**src/rtl/wdc_pkg.sv**
```systemverilog
package wdc_pkg;

    typedef enum logic [1:0] {
        ST_RESET = 2'b00,
        ST_RUN   = 2'b01,
        ST_WAIT  = 2'b10,
        ST_HALT  = 2'b11
    } core_st_e;

    typedef enum logic [1:0] {
        WK_NONE  = 2'b00,
        WK_DEBUG = 2'b01,
        WK_NMI   = 2'b10,
        WK_IRQ   = 2'b11
    } wake_e;

    typedef struct packed {
        core_st_e st;
        logic     exc;
    } fsm_s;

endpackage

```
**src/rtl/wdc_dbg_src.sv**
```systemverilog
// Decodes debug entry sources: external requests and instruction-driven events.
module wdc_dbg_src (
    input  logic jtag_req_i,
    input  logic dbg_pin_i,
    input  logic pin_is_req_i,
    input  logic emu_evt_en_i,
    input  logic op_debug_i,
    input  logic op_debugev_i,
    input  logic dbg_disable_i,
    output logic ext_req_o,
    output logic instr_req_o
);
    always_comb begin
        ext_req_o   = jtag_req_i | (dbg_pin_i & pin_is_req_i);
        instr_req_o = emu_evt_en_i & (op_debugev_i | (op_debug_i & ~dbg_disable_i));
    end
endmodule

```
**src/rtl/wdc_wake_arb.sv**
```systemverilog
// Fixed-priority wake arbiter for the wait state: debug > NMI > maskable IRQ.
module wdc_wake_arb
    import wdc_pkg::*;
#(
    parameter int LVL_W = 3
) (
    input  logic             dbg_req_i,
    input  logic             nmi_i,
    input  logic             irq_valid_i,
    input  logic [LVL_W-1:0] irq_level_i,
    input  logic [LVL_W-1:0] core_mask_i,
    output wake_e            wake_o
);
    logic irq_wins;

    always_comb begin
        irq_wins = irq_valid_i && (irq_level_i > core_mask_i);
        if (dbg_req_i)     wake_o = WK_DEBUG;
        else if (nmi_i)    wake_o = WK_NMI;
        else if (irq_wins) wake_o = WK_IRQ;
        else               wake_o = WK_NONE;
    end
endmodule

```
**src/rtl/wdc_gate_timer.sv**
```systemverilog
// Counts wait cycles and turns the global clock off after DELAY of them.
module wdc_gate_timer #(
    parameter int DELAY = 4
) (
    input  logic clk,
    input  logic rst_n,
    input  logic hold_i,
    output logic clk_off_o
);
    localparam int CNT_W = (DELAY < 2) ? 1 : $clog2(DELAY + 1);
    localparam logic [CNT_W-1:0] LAST = CNT_W'(DELAY - 1);

    typedef struct packed {
        logic [CNT_W-1:0] cnt;
        logic             off;
    } tmr_s;

    tmr_s tmr_d, tmr_q;

    always_comb begin
        tmr_d = tmr_q;
        if (!hold_i) begin
            tmr_d.cnt = '0;
            tmr_d.off = 1'b0;
        end else if (!tmr_q.off) begin
            if (tmr_q.cnt == LAST) tmr_d.off = 1'b1;
            else                   tmr_d.cnt = tmr_q.cnt + 1'b1;
        end
    end

    always_ff @(posedge clk or negedge rst_n) begin
        if (!rst_n) tmr_q <= '0;
        else        tmr_q <= tmr_d;
    end

    assign clk_off_o = tmr_q.off;
endmodule

```
**src/rtl/wait_debug_ctrl.sv**
```systemverilog
// Processing-state controller: reset, normal, low-power wait and halted debug.
module wait_debug_ctrl
    import wdc_pkg::*;
#(
    parameter int LVL_W = 3,
    parameter int DELAY = 4
) (
    input  logic             clk,
    input  logic             rst_n,
    input  logic             jtag_req_i,
    input  logic             dbg_pin_i,
    input  logic             pin_is_req_i,
    input  logic             emu_evt_en_i,
    input  logic             op_wait_i,
    input  logic             op_debug_i,
    input  logic             op_debugev_i,
    input  logic             dbg_disable_i,
    input  logic             irq_valid_i,
    input  logic [LVL_W-1:0] irq_level_i,
    input  logic [LVL_W-1:0] core_mask_i,
    input  logic             nmi_i,
    input  logic             dbg_exit_i,
    input  logic             dbg_to_exc_i,
    output logic             stall_o,
    output logic             clk_en_o,
    output logic [1:0]       state_o,
    output logic             dbg_exc_o
);
    logic  ext_req, instr_req, wait_hold, clk_off;
    wake_e wake;
    fsm_s  fsm_d, fsm_q;

    wdc_dbg_src u_src (
        .jtag_req_i    (jtag_req_i),
        .dbg_pin_i     (dbg_pin_i),
        .pin_is_req_i  (pin_is_req_i),
        .emu_evt_en_i  (emu_evt_en_i),
        .op_debug_i    (op_debug_i),
        .op_debugev_i  (op_debugev_i),
        .dbg_disable_i (dbg_disable_i),
        .ext_req_o     (ext_req),
        .instr_req_o   (instr_req)
    );

    wdc_wake_arb #(.LVL_W(LVL_W)) u_arb (
        .dbg_req_i   (ext_req),
        .nmi_i       (nmi_i),
        .irq_valid_i (irq_valid_i),
        .irq_level_i (irq_level_i),
        .core_mask_i (core_mask_i),
        .wake_o      (wake)
    );

    always_comb begin
        fsm_d     = fsm_q;
        fsm_d.exc = 1'b0;
        unique case (fsm_q.st)
            ST_RESET: begin
                // A request still held at reset release skips instruction execution.
                fsm_d.st = (jtag_req_i || dbg_pin_i) ? ST_HALT : ST_RUN;
            end
            ST_RUN: begin
                if (ext_req || instr_req) fsm_d.st = ST_HALT;
                else if (op_wait_i)       fsm_d.st = ST_WAIT;
            end
            ST_WAIT: begin
                unique case (wake)
                    WK_DEBUG: begin
                        if (dbg_to_exc_i) begin
                            fsm_d.st  = ST_RUN;
                            fsm_d.exc = 1'b1;
                        end else begin
                            fsm_d.st = ST_HALT;
                        end
                    end
                    WK_NMI, WK_IRQ: fsm_d.st = ST_RUN;
                    default:        fsm_d.st = ST_WAIT;
                endcase
            end
            ST_HALT: begin
                if (dbg_exit_i) fsm_d.st = ST_RUN;
            end
            default: fsm_d.st = ST_RESET;
        endcase
        wait_hold = (fsm_q.st == ST_WAIT) && (fsm_d.st == ST_WAIT);
    end

    always_ff @(posedge clk or negedge rst_n) begin
        if (!rst_n) fsm_q <= '{st: ST_RESET, exc: 1'b0};
        else        fsm_q <= fsm_d;
    end

    wdc_gate_timer #(.DELAY(DELAY)) u_tmr (
        .clk       (clk),
        .rst_n     (rst_n),
        .hold_i    (wait_hold),
        .clk_off_o (clk_off)
    );

    assign state_o   = fsm_q.st;
    assign stall_o   = (fsm_q.st != ST_RUN);
    assign clk_en_o  = ~clk_off;
    assign dbg_exc_o = fsm_q.exc;
endmodule

```
**config.mk**
```make
export PLATFORM = sky130hd
export DESIGN_NAME = wait_debug_ctrl
export DESIGN_NICKNAME = d
export VERILOG_FILES = /design/src/rtl/wdc_pkg.sv /design/src/rtl/wdc_dbg_src.sv /design/src/rtl/wdc_wake_arb.sv /design/src/rtl/wdc_gate_timer.sv /design/src/rtl/wait_debug_ctrl.sv
export SDC_FILE = /design/constraint.sdc
export NUM_CORES = 1
export LEC_CHECK = 0
export ABC_AREA = 1
export BUFFER_PORTS_ARGS = -buffer_cell sky130_fd_sc_hd__buf_2
export CORE_AREA = 3 3 40 42
export CTS_CLUSTER_SIZE = 24
export DETAILED_ROUTE_END_ITERATION = 7
export DIE_AREA = 0 0 43 45
export PLACE_DENSITY = 0.66
export SLEW_MARGIN = 20
export SYNTH_ARGS = -nofsm -noshare
export SYNTH_HDL_FRONTEND = slang
export SYNTH_SLANG_ARGS = --single-unit
```
**constraint.sdc**
```tcl
create_clock -name clk -period 2.03 [get_ports clk]
set_input_delay 0.609 -clock clk [delete_from_list [all_inputs] [get_ports clk]]
set_output_delay 0.609 -clock clk [all_outputs]
set_load 0.01 [all_outputs]
```
==> flow_summary_export.csv <==
group,metric,value,unit
clocking,clk_latency,0.24,ns
clocking,cts_tree,"yes",
grt,first_global_vias,407,
sta,skew,0.00241,ns
synth,synth_top_area_cell,"dfrtp_1",
synth,mappedNetlistArea,473,um2
sta,max_slew.worst_pin.slew,0.305,ns
worst_setup_path,crit_path_max_fanout,4,
floorplanning,top_level_ports,25,
clocking,cts_buffers,3,
clocking,cts.clk_slew.worst_paths,0.05,ns
floorplanning,start_util,0.368,
synth,avgSynthCellArea,7.75,um2
clocking,post_cts_resize_count,0,
power_and_ir_drop,ir_drop,0.221,mV
cells_and_area,nets,115,
power_and_ir_drop,powerDensity,541,nW/um2
route,drt_wl_total,934,um
cells_and_area,drive_above_1_share,0.371,
clocking,postCtsHoldBufs,0,
worst_setup_path,worstSetupStartpointType,"flop",
floorplanning,coreArea,1280,um2
synth,yosys_register_bits,7,
synth,synth_cells,61,
route,drtIter0Drc,5,
worst_setup_path,worstPathArrival,1.04,ns
grt,grt_busiest_layer,"met2",
grt,use_met2,0.168,
grt,antenna_found_initial,0,
route,firstDrtPassIters,2,
place,hpwl,802,um
sta,relSlewSlack,0.796,
floorplanning,rows,13,
route,num_vias,453,
grt,grtUsageMet1,0.150,
power_and_ir_drop,p_leak,0.367,nW
clocking,cts_buffer_depth,2,
sta,fin_crit_sh,0.812,
cells_and_area,n_antenna_cell,0,
power_and_ir_drop,total_power,0.000345,W
grt,track_usage,0.113,
floorplanning,die_w,43,um
floorplanning,dieArea,1940,um2
worst_setup_path,critical_path_class,"reg -> out",
clocking,cts_root_buf,"clkbuf_4",
place,io_buffers,24,
grt,met3_usage,0.0239,
route,wl_per_cell,8.98,um
worst_hold_path,hold_class,"in -> async",
floorplanning,die_h,45,um
cells_and_area,finalNonFillerCells,104,
sta,post-route-min-period,1.65,ns
route,avgViaCountPerCell,4.36,
cells_and_area,final_core_util,0.497,
place,place_inst,100,
sta,finalSetupViolCount,0,
place,gp_congestion,0.766,
grt,grt_pass1_wl,1610,um
worst_setup_path,crit_path_end_kind,"primary output",
clocking,htreeDepth,1,
sta,hold_viol,0,
synth,yosys_warnings,0,
synth,synth_top_area_frac,0.370,
job,drv_cap,0,
grt,grt_overflow_total,0,
sta,rsz0062_at_grt,"no",
synth,syn_nets,86,
route,ant_nets,0,
sta,fmax,606,MHz
grt,grt_max_degree,8,
synth,synth_seq_area_share,0.370,
worst_setup_path,cp_data_required_time,1.42,ns
clocking,cts_setup_buffers,0,
route,drc,0,
sta,slew_violations,0,
sta,tns,0,ns
synth,yosys-top-cells-area,"dfrtp_1, ha_1, inv_1, nand2_1, nor2_1",
clocking,cts.sinks,7,
run_status,outcome,"finished, final reports clean",
cells_and_area,area_delta_synth_final,34.9,%
synth,ys_types,17,
[final cells by class]
cell class | instances | area, um2
multi-input cells | 40 | 245
inverters | 14 | 52.6
repair buffers | 24 | 120
clock buffers | 4 | 26.3
fillers | 129 | 647
flip-flops and latches | 7 | 175
well taps | 15 | 18.8
[metal layers]
layer,up-vias,part of all wire
met5,-,0
met4,0,0
met3,0,0.078
met2,15,0.45
met1,188,0.47
li1,250,-
[cells in the final DEF (no fill, tap or decap), types with 2 or more instances in the layout]
master	instances
clkbuf_4	3
buf_2	24
nor2_1	6
nand4_1	3
nand2_2	2
nand2_1	11
inv_1	14
ha_1	5
o21ai_0	2
a21oi_1	2
nand3_1	2
dfrtp_1	7
[critical path, stage by stage, from the launching register on]
cell     delay [ns]
dfrtp_1        0.38
inv_1          0.10
nor2_1         0.13
inv_1          0.05
buf_2          0.13
[stage by stage]
stage | hold WS (ns) | cell area [um2] | setup slack, ns
5_1_grt | 0.193 | 638 | 0.258
3_5_place_dp | 0.450 | 612 | 0.411
2_1_floorplan | 0.313 | 473 | 0.564
4_1_cts | 0.184 | 638 | 0.375
6_report | 0.186 | 638 | 0.381
3_3_place_gp | 0.447 | 612 | 0.434
[power by group]
part           total (W)  switching, W  internal, W
combinational  0.0000690     0.0000357    0.0000334
clock           0.000123     0.0000487    0.0000748
sequential      0.000152    0.00000793     0.000144
total           0.000345     0.0000922     0.000253
[cells in the mapped netlist]
cell type,number
nor2_1,6
a21oi_2,1
ha_1,5
nor3_2,1
nor3_1,1
nand3b_1,1
nand4_1,3
nand2_1,11
xnor2_1,1
dfrtp_1,7
nand2_2,2
nand3_1,2
nor2_2,1
inv_1,14
mux2_2,1
o21ai_0,2
a21oi_1,2
[logic make-up after synthesis]
logic type,after synthesis,synth area share
buffers and inverters,14,0.111
AO/OA/AOI/OAI,5,0.0609
adder cells (fa/ha/maj),5,0.132
flip-flops,7,0.370
AND/OR/NAND/NOR,28,0.283
multiplexers,1,0.0238
XOR/XNOR,1,0.0185
[flip-flops by register name (all words and copies together) (netlist names)]
register         count
dbg_exc_o            1
state_o              2
u_tmr.clk_off_o      1
u_tmr.tmr_q          3
[path summary, 6_finish.rpt]
check / from / to / slack, ns / depth (start not counted)
min reg2reg: u_tmr.tmr_q[1] / u_tmr.tmr_q[1] / 0.57 / 2
min: rst_n / u_tmr.clk_off_o / 0.19 / 1
min in group clk: u_tmr.tmr_q[1] / u_tmr.tmr_q[1] / 0.57 / 2
max: state_o[0] / stall_o / 0.38 / 4
max in group asynchronous: rst_n / state_o[0] / 1.69 / 1
max reg2reg: u_tmr.tmr_q[1] / u_tmr.tmr_q[3] / 0.46 / 5
Power figures use the tool's default switching activity.
